**src/rtl/macload_pkg.sv**
```systemverilog
package macload_pkg;
  localparam int OPC_W = 3;
  localparam logic [OPC_W-1:0] READ_OPC = 3'b110;

  typedef enum logic [2:0] {
    S_IDLE, S_GAP, S_SEL, S_CMDL, S_CMDH, S_DATL, S_DATH, S_STOP
  } seqState_t;

  typedef struct packed {
    logic loadCmd;
    logic shiftCmd;
    logic diEn;
    logic shiftIn;
    logic storeWord;
  } dpStrobe_t;
endpackage

```
**src/rtl/macload_ctrl.sv**
```systemverilog
module macload_ctrl
  import macload_pkg::*;
#(
  parameter int HALF_DIV = 64,
  parameter int ADDR_W   = 6,
  parameter int DATA_W   = 16,
  parameter int WORDS    = 16
) (
  input  logic              clk,
  input  logic              rstN,
  input  logic              start,
  output logic              busy,
  output logic              done,
  output logic              eeCs,
  output logic              eeSk,
  output dpStrobe_t         strobe,
  output logic [ADDR_W-1:0] wordAddr
);
  localparam int CNT_W    = (HALF_DIV > 1) ? $clog2(HALF_DIV) : 1;
  localparam int CMD_BITS = OPC_W + ADDR_W;
  localparam int MAXBITS  = (CMD_BITS > DATA_W) ? CMD_BITS : DATA_W;
  localparam int BIT_W    = $clog2(MAXBITS + 1);
  localparam int WIDX_W   = $clog2(WORDS + 1);
  localparam logic [CNT_W-1:0]  HALF_LAST = CNT_W'(HALF_DIV - 1);
  localparam logic [BIT_W-1:0]  CMD_LAST  = BIT_W'(CMD_BITS - 1);
  localparam logic [BIT_W-1:0]  DATA_LAST = BIT_W'(DATA_W - 1);
  localparam logic [WIDX_W-1:0] WORD_END  = WIDX_W'(WORDS);

  seqState_t          state;
  logic [CNT_W-1:0]   halfCnt;
  logic [BIT_W-1:0]   bitCnt;
  logic [WIDX_W-1:0]  wordIdx;
  logic               kick;
  logic               tick;
  logic               lastWord;

  assign tick     = (halfCnt == HALF_LAST);
  assign lastWord = (wordIdx == WORD_END);

  always_ff @(posedge clk or negedge rstN) begin
    if (!rstN) begin
      halfCnt <= '0;
    end else if (state == S_IDLE || tick) begin
      halfCnt <= '0;
    end else begin
      halfCnt <= halfCnt + 1'b1;
    end
  end

  always_ff @(posedge clk or negedge rstN) begin
    if (!rstN) begin
      state   <= S_IDLE;
      kick    <= 1'b1;
      done    <= 1'b0;
      wordIdx <= '0;
      bitCnt  <= '0;
    end else begin
      kick <= 1'b0;
      case (state)
        S_IDLE: if (kick || start) begin
          state   <= S_GAP;
          done    <= 1'b0;
          wordIdx <= '0;
        end
        S_GAP:  if (tick) state <= S_SEL;
        S_SEL:  if (tick) begin
          state  <= S_CMDL;
          bitCnt <= '0;
        end
        S_CMDL: if (tick) state <= S_CMDH;
        S_CMDH: if (tick) begin
          if (bitCnt == CMD_LAST) begin
            state  <= S_DATL;
            bitCnt <= '0;
          end else begin
            state  <= S_CMDL;
            bitCnt <= bitCnt + 1'b1;
          end
        end
        S_DATL: if (tick) state <= S_DATH;
        S_DATH: if (tick) begin
          if (bitCnt == DATA_LAST) begin
            state   <= S_STOP;
            wordIdx <= wordIdx + 1'b1;
          end else begin
            state  <= S_DATL;
            bitCnt <= bitCnt + 1'b1;
          end
        end
        S_STOP: if (tick) begin
          if (lastWord) begin
            state <= S_IDLE;
            done  <= 1'b1;
          end else begin
            state <= S_SEL;
          end
        end
        default: state <= S_IDLE;
      endcase
    end
  end

  always_comb begin
    strobe.loadCmd   = tick && (state == S_GAP || (state == S_STOP && !lastWord));
    strobe.shiftCmd  = tick && (state == S_CMDH);
    strobe.diEn      = (state == S_CMDL) || (state == S_CMDH);
    strobe.shiftIn   = tick && (state == S_DATH);
    strobe.storeWord = tick && (state == S_DATH) && (bitCnt == DATA_LAST);
  end

  assign busy     = (state != S_IDLE);
  assign eeCs     = (state == S_SEL) || (state == S_CMDL) || (state == S_CMDH) ||
                    (state == S_DATL) || (state == S_DATH);
  assign eeSk     = (state == S_CMDH) || (state == S_DATH);
  assign wordAddr = ADDR_W'(wordIdx);
endmodule

```
**src/rtl/macload_dp.sv**
```systemverilog
module macload_dp
  import macload_pkg::*;
#(
  parameter int ADDR_W    = 6,
  parameter int DATA_W    = 16,
  parameter int WORDS     = 16,
  parameter int MAC_FIRST = 20,
  parameter int MAC_BYTES = 6
) (
  input  logic                   clk,
  input  logic                   rstN,
  input  dpStrobe_t              strobe,
  input  logic [ADDR_W-1:0]      wordAddr,
  input  logic                   eeDo,
  output logic                   eeDi,
  output logic [8*MAC_BYTES-1:0] macAddr
);
  localparam int CMD_BITS = OPC_W + ADDR_W;
  localparam int BPW      = DATA_W / 8;
  localparam int BYTES    = WORDS * BPW;
  localparam int BIDX_W   = $clog2(BYTES);

  logic [1:0]          doSync;
  logic [CMD_BITS-1:0] cmdSh;
  logic [DATA_W-1:0]   inSh;
  logic [DATA_W-1:0]   newWord;
  logic [7:0]          byteBuf [BYTES];

  assign newWord = {inSh[DATA_W-2:0], doSync[1]};
  assign eeDi    = strobe.diEn & cmdSh[CMD_BITS-1];

  always_ff @(posedge clk or negedge rstN) begin
    if (!rstN) begin
      doSync <= '0;
      cmdSh  <= '0;
      inSh   <= '0;
    end else begin
      doSync <= {doSync[0], eeDo};
      if (strobe.loadCmd) begin
        cmdSh <= {READ_OPC, wordAddr};
      end else if (strobe.shiftCmd) begin
        cmdSh <= {cmdSh[CMD_BITS-2:0], 1'b0};
      end
      if (strobe.shiftIn) begin
        inSh <= newWord;
      end
    end
  end

  always_ff @(posedge clk or negedge rstN) begin
    if (!rstN) begin
      for (int b = 0; b < BYTES; b++) byteBuf[b] <= '0;
    end else if (strobe.storeWord) begin
      for (int k = 0; k < BPW; k++) begin
        byteBuf[BIDX_W'(int'(wordAddr) * BPW + k)] <= newWord[8*k +: 8];
      end
    end
  end

  for (genvar i = 0; i < MAC_BYTES; i++) begin : g_mac
    assign macAddr[8*(MAC_BYTES-i)-1 -: 8] = byteBuf[MAC_FIRST + i];
  end
endmodule

```
**src/rtl/eeprom_mac_loader.sv**
```systemverilog
module eeprom_mac_loader
  import macload_pkg::*;
#(
  parameter int HALF_DIV  = 64,
  parameter int ADDR_W    = 6,
  parameter int DATA_W    = 16,
  parameter int WORDS     = 16,
  parameter int MAC_FIRST = 20,
  parameter int MAC_BYTES = 6
) (
  input  logic                   clk,
  input  logic                   rstN,
  input  logic                   start,
  output logic                   busy,
  output logic                   done,
  output logic [8*MAC_BYTES-1:0] macAddr,
  output logic                   eeCs,
  output logic                   eeSk,
  output logic                   eeDi,
  input  logic                   eeDo
);
  dpStrobe_t         strobe;
  logic [ADDR_W-1:0] wordAddr;

  macload_ctrl #(
    .HALF_DIV(HALF_DIV), .ADDR_W(ADDR_W), .DATA_W(DATA_W), .WORDS(WORDS)
  ) u_ctrl (
    .clk(clk), .rstN(rstN), .start(start), .busy(busy), .done(done),
    .eeCs(eeCs), .eeSk(eeSk), .strobe(strobe), .wordAddr(wordAddr)
  );

  macload_dp #(
    .ADDR_W(ADDR_W), .DATA_W(DATA_W), .WORDS(WORDS),
    .MAC_FIRST(MAC_FIRST), .MAC_BYTES(MAC_BYTES)
  ) u_dp (
    .clk(clk), .rstN(rstN), .strobe(strobe), .wordAddr(wordAddr),
    .eeDo(eeDo), .eeDi(eeDi), .macAddr(macAddr)
  );
endmodule

```
**config.mk**
```make
export PLATFORM = sky130hd
export DESIGN_NAME = eeprom_mac_loader
export DESIGN_NICKNAME = d
export VERILOG_FILES = /design/src/rtl/macload_pkg.sv /design/src/rtl/macload_ctrl.sv /design/src/rtl/macload_dp.sv /design/src/rtl/eeprom_mac_loader.sv
export SDC_FILE = /design/constraint.sdc
export NUM_CORES = 1
export LEC_CHECK = 0
export ABC_AREA = 0
export BUFFER_PORTS_ARGS = -buffer_cell sky130_fd_sc_hd__buf_2
export CORE_MARGIN = 3
export CORE_UTILIZATION = 48
export CTS_CLUSTER_SIZE = 14
export DETAILED_ROUTE_END_ITERATION = 12
export PLACE_DENSITY = 0.78
export REMOVE_ABC_BUFFERS = 1
export SYNTH_ARGS = -nofsm -noshare
export SYNTH_HDL_FRONTEND = slang
export SYNTH_HIERARCHICAL = 1
export SYNTH_SLANG_ARGS = --single-unit
```
**constraint.sdc**
```tcl
create_clock -name clk -period 1.9 [get_ports clk]
set_input_delay 0.19 -clock clk [delete_from_list [all_inputs] [get_ports clk]]
set_output_delay 0.19 -clock clk [all_outputs]
set_load 0.01 [all_outputs]
```
## After elaboration in Yosys (flattened, before gate mapping)

Index checks and enable logic that the tools add are counted.

| operators by class | value |
|---|---|
| multiplexer cells | 35 |
| reductions and logical operators | 27 |
| bitwise logic cells | 3 |
| add/subtract/negate cells | 4 |
| order comparisons | 4 |
| equal/unequal tests | 22 |

Operators by type and width:

| kind | number |
|---|---|
| $bwmux W256 | 2 |
| $demux W8 S5 | 2 |
| $mux W5 | 8 |
| $mux W3 | 9 |
| $pmux W3 S8 | 1 |
| $mux W9 | 2 |
| $ne A2 B1 Y1 const B | 9 |
| $mux W8 | 2 |
| $add A5 B1 Y5 const B | 3 |
| $pmux W5 S3 | 1 |
| $eq A3 B3 Y1 const B | 4 |
| $ge A5 B6 Y1 const B | 2 |
| $eq A5 B4 Y1 const B | 2 |
| $lt A5 B1 Y1 const B | 2 |
| $not A5 Y5 | 2 |
| $pmux W5 S2 | 1 |
| $logic_or A1 B1 Y1 | 9 |
| $reduce_and A4 Y1 | 2 |
| $reduce_and A8 Y1 | 1 |
| $logic_and A1 B1 Y1 | 7 |
| $add A6 B1 Y6 const B | 1 |
| $eq A3 B2 Y1 const B | 2 |
| $eq A6 B6 Y1 const B | 1 |
| $mux W6 | 1 |
| other kinds (12) | 19 |

| word-level totals | value |
|---|---|
| input bits | 4 |
| flip-flop bits (word level) | 303 |
| output and inout bits | 53 |
| logic and storage cells | 136 |

## Longest topological paths before layout

Gate-level depths: netlist of the first run.

| depth | value |
|---|---|
| depth after elaboration | 7 |
| mapped depth | 9 |

## Hierarchy

The synthesis of the first run kept the hierarchy.

Modules (own cells, without submodules):

| module | sequential area each (um^2) | area an instance (um^2) | cells an instance | times used |
|---|---|---|---|---|
| macload_dp | 1426.4 | 1778.0 | 132 | 1 |
| macload_ctrl | 526.8 | 1229.9 | 140 | 1 |

## Worst setup path after synthesis of the first run

No wires, ideal clock.

| timing | value |
|---|---|
| kind | register -> register |
| start | register u_ctrl.bitCnt[0] |
| end | register u_ctrl.bitCnt[2] |
| required time | 1.832 ns |
| stages on the path, launching flop included | 9 |
| setup time | 0.068 ns |
| setup slack | -0.223 ns |
| path buffers | 1 |
| arrival | 2.055 ns |
| cell sequence | dfrtp_1 > ha_1 > and3_1 > ha_1 > and4b_1 > or4_1 > buf_2 > o21ai_1 > a32o_1 |

| on the way | value |
|---|---|
| word-level cells in the longest chain between the ends | 4 |

Ends and longest elaborated chain:

| what | RTL line | RTL |
|---|---|---|
| from (decl) | macload_ctrl.sv:31 | `logic [BIT_W-1:0] bitCnt;` |
| from (signal assigned) | macload_ctrl.sv:77 | `bitCnt <= bitCnt + 1'b1;` |
| from (signal assigned) | macload_ctrl.sv:87 | `bitCnt <= bitCnt + 1'b1;` |
| $add A5 B1 Y5 or $eq A5 B4 Y1 (tied branches) | macload_ctrl.sv:77, macload_ctrl.sv:87, macload_ctrl.sv:72 |  |
| $mux W5, on equally long branches | macload_ctrl.sv:82, macload_ctrl.sv:72 |  |
| $mux W5, on equally long branches | macload_ctrl.sv:81, macload_ctrl.sv:71 |  |
| $pmux W5 S3 | macload_ctrl.sv:59 | `case (state)` |

Several ways; a longest one is shown, not always the timed one. The select of a mux whose other input is x is not followed.
A chain may end at the register's enable or synchronous reset.

## Final worst setup path of the first run

| timing | value |
|---|---|
| start | register u_ctrl.bitCnt[1] |
| end | register u_ctrl.bitCnt[2] |

The elaborated chain is that of the path after synthesis.

==> metrics.md, run 1 <==
| Metric | Value |
|---|---|
| Setup WS pre-CTS | `-0.330 ns` |
| Ports | `57` |
| Depth of the most critical reg-to-reg path | `7` |
| Worst setup path end | `u_ctrl/bitCnt[2]` |
| Commonest non-fill, non-tap cell in the layout | `dfrtp_1` |
| Origin of the critical flop-to-flop path | `u_ctrl/bitCnt[1]` |
| Internal reg-to-reg setup slack | `-0.1 ns` |
| Placed cells | `366` |
| Worst Max-Slew Pin Slew | `0.527 ns` |
| Routed WL per cell | `14.9 um` |
| Max cap viols | `0` |
| Final setup vio count | `2` |
| Finished Layout Cells | `387` |
| Post-layout min period | `2.00 ns` |
| H-tree depth | `3` |
| Dpl cell area | `3340 sq um` |
| ANT cells | `0` |
| CTS Buf Count | `9` |
| Mapped Area | `3000 sq um` |
| Hold Path Origin | `u_dp/macAddr[33]` |
| Initial DRC Count | `143` |
| Commonest cells after routing, fill and taps aside | `dfrtp_1, buf_2, buf_4` |
| Fin nets | `318` |
| Skew final | `0.00842 ns` |
| Number of global-route vias before repair | `2022` |
| Leakage power | `0.00197 uW` |
| Clock latency at the later pin of the worst-skew pair | `0.34 ns` |
| Worst EP arrival | `2.27 ns` |
| Worst hold path type | `reg -> reg` |
| Initial antenna violation count | `0` |
| Largest net degree at the start of global routing | `41` |
| Violated checks | `setup timing` |
| Layout cell share with drive strength beyond 1 | `38.1%` |
| Final Cycle Share | `105%` |
| RD Place Congestion | `0.868` |
| Core ar. | `5990 sq um` |
| R2R Path End | `u_ctrl/bitCnt[2]` |
| Power Total | `3050 uW` |
| Crit Path Class | `reg -> reg` |
| CTS tree | `yes` |
| Total gr overflow | `0` |
| DR DRC count | `0` |
| Post-DP HPWL | `3780 um` |
| # rows | `28` |
| GRT Resource Usage Total | `16.6%` |
| Power per standard cell area | `820 nW/um^2` |
| DRT Pass-1 Iters | `4` |
| Max-slew headroom | `64.9%` |
| Worst setup margin | `-0.0954 ns` |
| WL final | `5780 um` |
| Die Ht | `85.0 um` |
| Avg Cell Area, Syn | `11.1 sq um` |
| Synthesis Warnings | `6` |
| Status | `finished with violations` |
| CP Launch Type | `flop` |
| Slew Viols, Final | `0` |
| Synth-to-Final Area Change | `24.0%` |
| PortBufs | `55` |
| Via count of the routed design | `1945` |
| Vias/cell | `5.03` |
| # clock sinks | `78` |
| RSZ-0062 raised after global routing | `yes` |
| Max Root-Sink Buffers | `2` |
| Die Area | `7230 sq um` |
| Worst Setup End Kind | `flop` |
| Final ANT Viol Nets | `0` |
| Worst-path clk slew | `0.08 ns` |
| Post-Layout Inst Area | `3720 sq um` |
| First-pass GRT wire length | `9320 um` |
| Worst EP required | `2.18 ns` |
| Final core utilization | `62.1%` |
| Root Driver | `clkbuf_8` |
| Final Hold Fails | `0` |
| Max Fanout on Critical Path | `6` |
| Peak supply drop | `0.000647 V` |
| Fmax | `501 MHz` |
| Starting Density | `50.0%` |
| Post-Syn Instances | `270` |
| Die width | `85.0 um` |
| Setup crit start | `u_ctrl/bitCnt[1]` |
## critical path, cell delays in order, from the launching register on
cell,delay (ns)
dfrtp_1,0.39
ha_2,0.19
and3_4,0.16
ha_4,0.16
and4b_1,0.18
or4_4,0.54
o21ai_2,0.15
a32o_1,0.17
## flip-flops by register name, summed over array words and instances (netlist names)
| name | flops |
|---|---|
| u_ctrl/wordIdx | 5 |
| u_ctrl/state | 3 |
| u_ctrl/kick | 1 |
| u_ctrl/bitCnt | 5 |
| u_ctrl/halfCnt | 6 |
| u_ctrl/done | 1 |
| u_dp/cmdSh | 9 |
| u_dp/macAddr | 48 |
## where the power goes
part / switching [uW] / leakage, uW / internal, uW / total, uW
clock network: 574 / 0.000105 / 770 / 1340
registers: 0.254 / 0.00104 / 1660 / 1660
logic: 32.7 / 0.000826 / 8.86 / 41.5
total: 607 / 0.00197 / 2440 / 3050
## repair_timing
item	in CTS	in global routing
hold buffers	1	0
pin swaps	7	9
gates resized for setup	9	24
endpoints found under the setup margin	8	19
hold endpoints to repair	38	0
setup buffers	2	2
cloned	0	1
## metrics by stage
step	hold slack (ns)	TNS (ns)
after detailed placement	0.210	-1.33
after global routing	0.386	-0.693
after floorplan	-0.106	-7.72
after CTS	0.317	-0.0952
final	0.373	-0.172
after global placement	0.198	-0.733
## layout make-up
type,count,area [sq um]
fill,458,2270
sequential,78,1950
multi-input combinational,125,897
timing repair buffer,84,514
clock buffer,10,138
tap,75,93.8
clock inverter,5,83.8
inverter,10,37.5
## worst min path at each step
| stage | cells after the start | end | slack (ns) |
|---|---|---|---|
| floorplan | 0 | u_ctrl/bitCnt[0] | -0.11 |
| global placement | 1 | u_dp/macAddr[13] | 0.20 |
| detailed placement | 1 | u_dp/macAddr[13] | 0.21 |
| CTS | 5 | u_ctrl/wordIdx[4] | 0.32 |
| global route | 0 | u_dp/macAddr[8] | 0.39 |
| finish | 0 | u_dp/macAddr[33] | 0.37 |
## routing by layer
layer / GRT usage (%) / vias to the layer above / wire, um
met5: 0 / - / 0
met3: 8.45 / 4 / 588
met4: 5.76 / 0 / 45
met2: 24.0 / 82 / 2620
met1: 21.7 / 928 / 2530
li1: - / 931 / -
Power figures use the tool's default switching activity.
==> inputs of run 2 (changes only) <==
--- a/config.mk
+++ b/config.mk
@@ -8,10 +8,10 @@
 export ABC_AREA = 0
 export BUFFER_PORTS_ARGS = -buffer_cell sky130_fd_sc_hd__buf_2
 export CORE_MARGIN = 3
-export CORE_UTILIZATION = 48
+export CORE_UTILIZATION = 28
 export CTS_CLUSTER_SIZE = 14
 export DETAILED_ROUTE_END_ITERATION = 12
-export PLACE_DENSITY = 0.78
+export PLACE_DENSITY = 0.53
 export REMOVE_ABC_BUFFERS = 1
 export SYNTH_ARGS = -nofsm -noshare
 export SYNTH_HDL_FRONTEND = slang
==> constraint.sdc (replaced) <==
create_clock -name clk -period 1.9 [get_ports clk]
set_input_delay 0.475 -clock clk [delete_from_list [all_inputs] [get_ports clk]]
set_output_delay 0.475 -clock clk [all_outputs]
set_load 0.01 [all_outputs]
==> metrics.md, run 2 (same netlist as run 1, synthesis figures left out) <==
| Metric | Value |
|---|---|
| Core ar. | `10400 sq um` |
| Max cap viols | `0` |
| CP top delay family | `simple AND/OR/NAND/NOR gates` |
| Buffers and inverters on the worst path | `0` |
| Worst-path clk slew | `0.08 ns` |
| CP Cell Sequence | `ha_2 -> and3_4 -> ha_4 -> and4b_1 -> or4_4 -> o21ai_2 -> a32o_1` |
| Internal reg-to-reg setup slack | `-0.09 ns` |
| Die Ht | `109 um` |
| CTS Buf Count | `9` |
| Die width | `109 um` |
| Routed WL per cell | `12.6 um` |
| Crit-path max cell delay | `0.54 ns` |
| Commonest non-fill, non-tap cell in the layout | `dfrtp_1` |
| Largest net degree at the start of global routing | `43` |
| DR DRC count | `0` |
| RSZ-0062 raised after global routing | `yes` |
| Finished Layout Cells | `458` |
| Die Area | `12000 sq um` |
| Worst setup margin | `-0.0861 ns` |
| Grt met3 use | `5.40%` |
| Setup WS pre-CTS | `-0.256 ns` |
| Vias/cell | `4.17` |
| Final Cycle Share | `105%` |
| Synth-to-Final Area Change | `29.8%` |
| First-pass GRT wire length | `9340 um` |
| H-tree depth | `3` |
| Final ANT Viol Nets | `0` |
| R2R Path End | `u_ctrl/bitCnt[2]` |
| Initial DRC Count | `63` |
| Number of global-route vias before repair | `1934` |
| ANT cells | `0` |
| DRT Pass-1 Iters | `4` |
| Clock latency at the later pin of the worst-skew pair | `0.34 ns` |
| GR peak layer | `met2` |
| Power per standard cell area | `780 nW/um^2` |
| Origin of the critical flop-to-flop path | `u_ctrl/bitCnt[1]` |
| Worst EP required | `2.18 ns` |
| GRT Resource Usage Total | `10.1%` |
| RD Place Congestion | `0.763` |
| Starting Density | `28.9%` |
| Final core utilization | `37.5%` |
| Initial antenna violation count | `0` |
| Layout cell share with drive strength beyond 1 | `41.9%` |
| Root Driver | `clkbuf_8` |
| Worst EP arrival | `2.27 ns` |
| # rows | `37` |
| Total gr overflow | `0` |
| M1 GR Usage | `13.4%` |
| Reg area | `1960 sq um` |
| Post-DP HPWL | `3790 um` |
| Met2 GRT Util | `14.1%` |
| Worst hold path type | `in -> async` |
| Hold_buf cts | `0` |
| Slowest stage cell on the critical path | `or4_4` |
| Post-layout min period | `1.99 ns` |
| Slew Viols, Final | `0` |
| Peak supply drop | `0.000445 V` |
| Fmax | `504 MHz` |
| # clock sinks | `78` |
| Worst Setup End Kind | `flop` |
| WL final | `5760 um` |
| Via count of the routed design | `1910` |
| Final Hold Fails | `0` |
| Max Root-Sink Buffers | `2` |
| Depth of the most critical reg-to-reg path | `7` |
| Placed cells | `432` |
| Final setup vio count | `3` |
| Max reg flops | `48` |
| Commonest cells after routing, fill and taps aside | `dfrtp_1, buf_2, buf_4` |
| Max Fanout on Critical Path | `6` |
| PortBufs | `55` |
| Ports | `57` |
| CTS tree | `yes` |
| Multi-input logic area | `920 sq um` |
| Leakage power | `0.00202 uW` |
| Status | `finished with violations` |
| Fin nets | `328` |
| Filler cells | `1037` |
| CP Launch Type | `flop` |
| Violated checks | `setup timing` |
| Crit Path Class | `reg -> reg` |
| Skew final | `0.00849 ns` |
==> run 2: changes by cell type in the layout (fill, tap and decap cells not counted), sizes merged <==
cell,change
clkbuf,+2
buf,+11
dlygate4sd3,-1
clkinvlp,-2
==> run 2: report_power, final <==
| part | internal (uW) | switching [uW] | leakage [uW] |
|---|---|---|---|
| Sequential | 1660 | 0.308 | 0.00104 |
| Combinational | 7.63 | 32.3 | 0.000880 |
| Clock | 772 | 563 | 0.000107 |
| Total | 2440 | 595 | 0.00202 |
==> run 2: layout make-up <==
cell class                 instances  area share, %
tap                              136           4.37
multi-input combinational        125           23.6
inverter                          10          0.965
clock buffer                      12           3.73
clock inverter                     3           1.77
sequential                        78           50.3
timing repair buffer              94           15.3
==> run 2: routing by layer <==
metal | wire length (um) | vias to the layer above | part of all wire [%]
li1 | - | 967 | -
met1 | 2710 | 876 | 47
met2 | 2570 | 65 | 45
met3 | 467 | 2 | 8.1
met4 | 14 | 0 | 0.24
met5 | 0 | - | 0
==> run 2: worst max-delay path by stage <==
stage                      start                to  slack (ns)  cells past startpoint
2_1_floorplan  u_ctrl/halfCnt[0]     u_dp/cmdSh[7]       -0.82                      6
3_3_place_gp    u_ctrl/bitCnt[0]  u_ctrl/bitCnt[2]       -0.23                      7
3_5_place_dp    u_ctrl/bitCnt[0]  u_ctrl/bitCnt[2]       -0.26                      7
4_1_cts         u_ctrl/bitCnt[1]  u_ctrl/bitCnt[2]       -0.12                      7
5_1_grt         u_ctrl/bitCnt[1]  u_ctrl/bitCnt[2]       -0.12                      7
6_report        u_ctrl/bitCnt[1]  u_ctrl/bitCnt[2]       -0.09                      7
==> run 2: what timing repair did <==
action                     in CTS  in global routing
pin swaps                      11                 10
gates cloned                    0                  1
gates resized for setup        14                 26
setup buffers                   7                  4
setup endpoints to repair       8                 23
==> run 2: stage by stage <==
step	setup TNS, ns	hold WS, ns	total power (uW)	instance area (sq um)
global route	-0.488	0.0225	3180	3890
CTS	-0.314	0.0139	3120	3760
detailed placement	-0.882	0.360	1740	3450
finish	-0.140	0.0327	3040	3890
global placement	-0.805	0.360	1740	3450
floorplan	-7.72	0.179	1690	2770
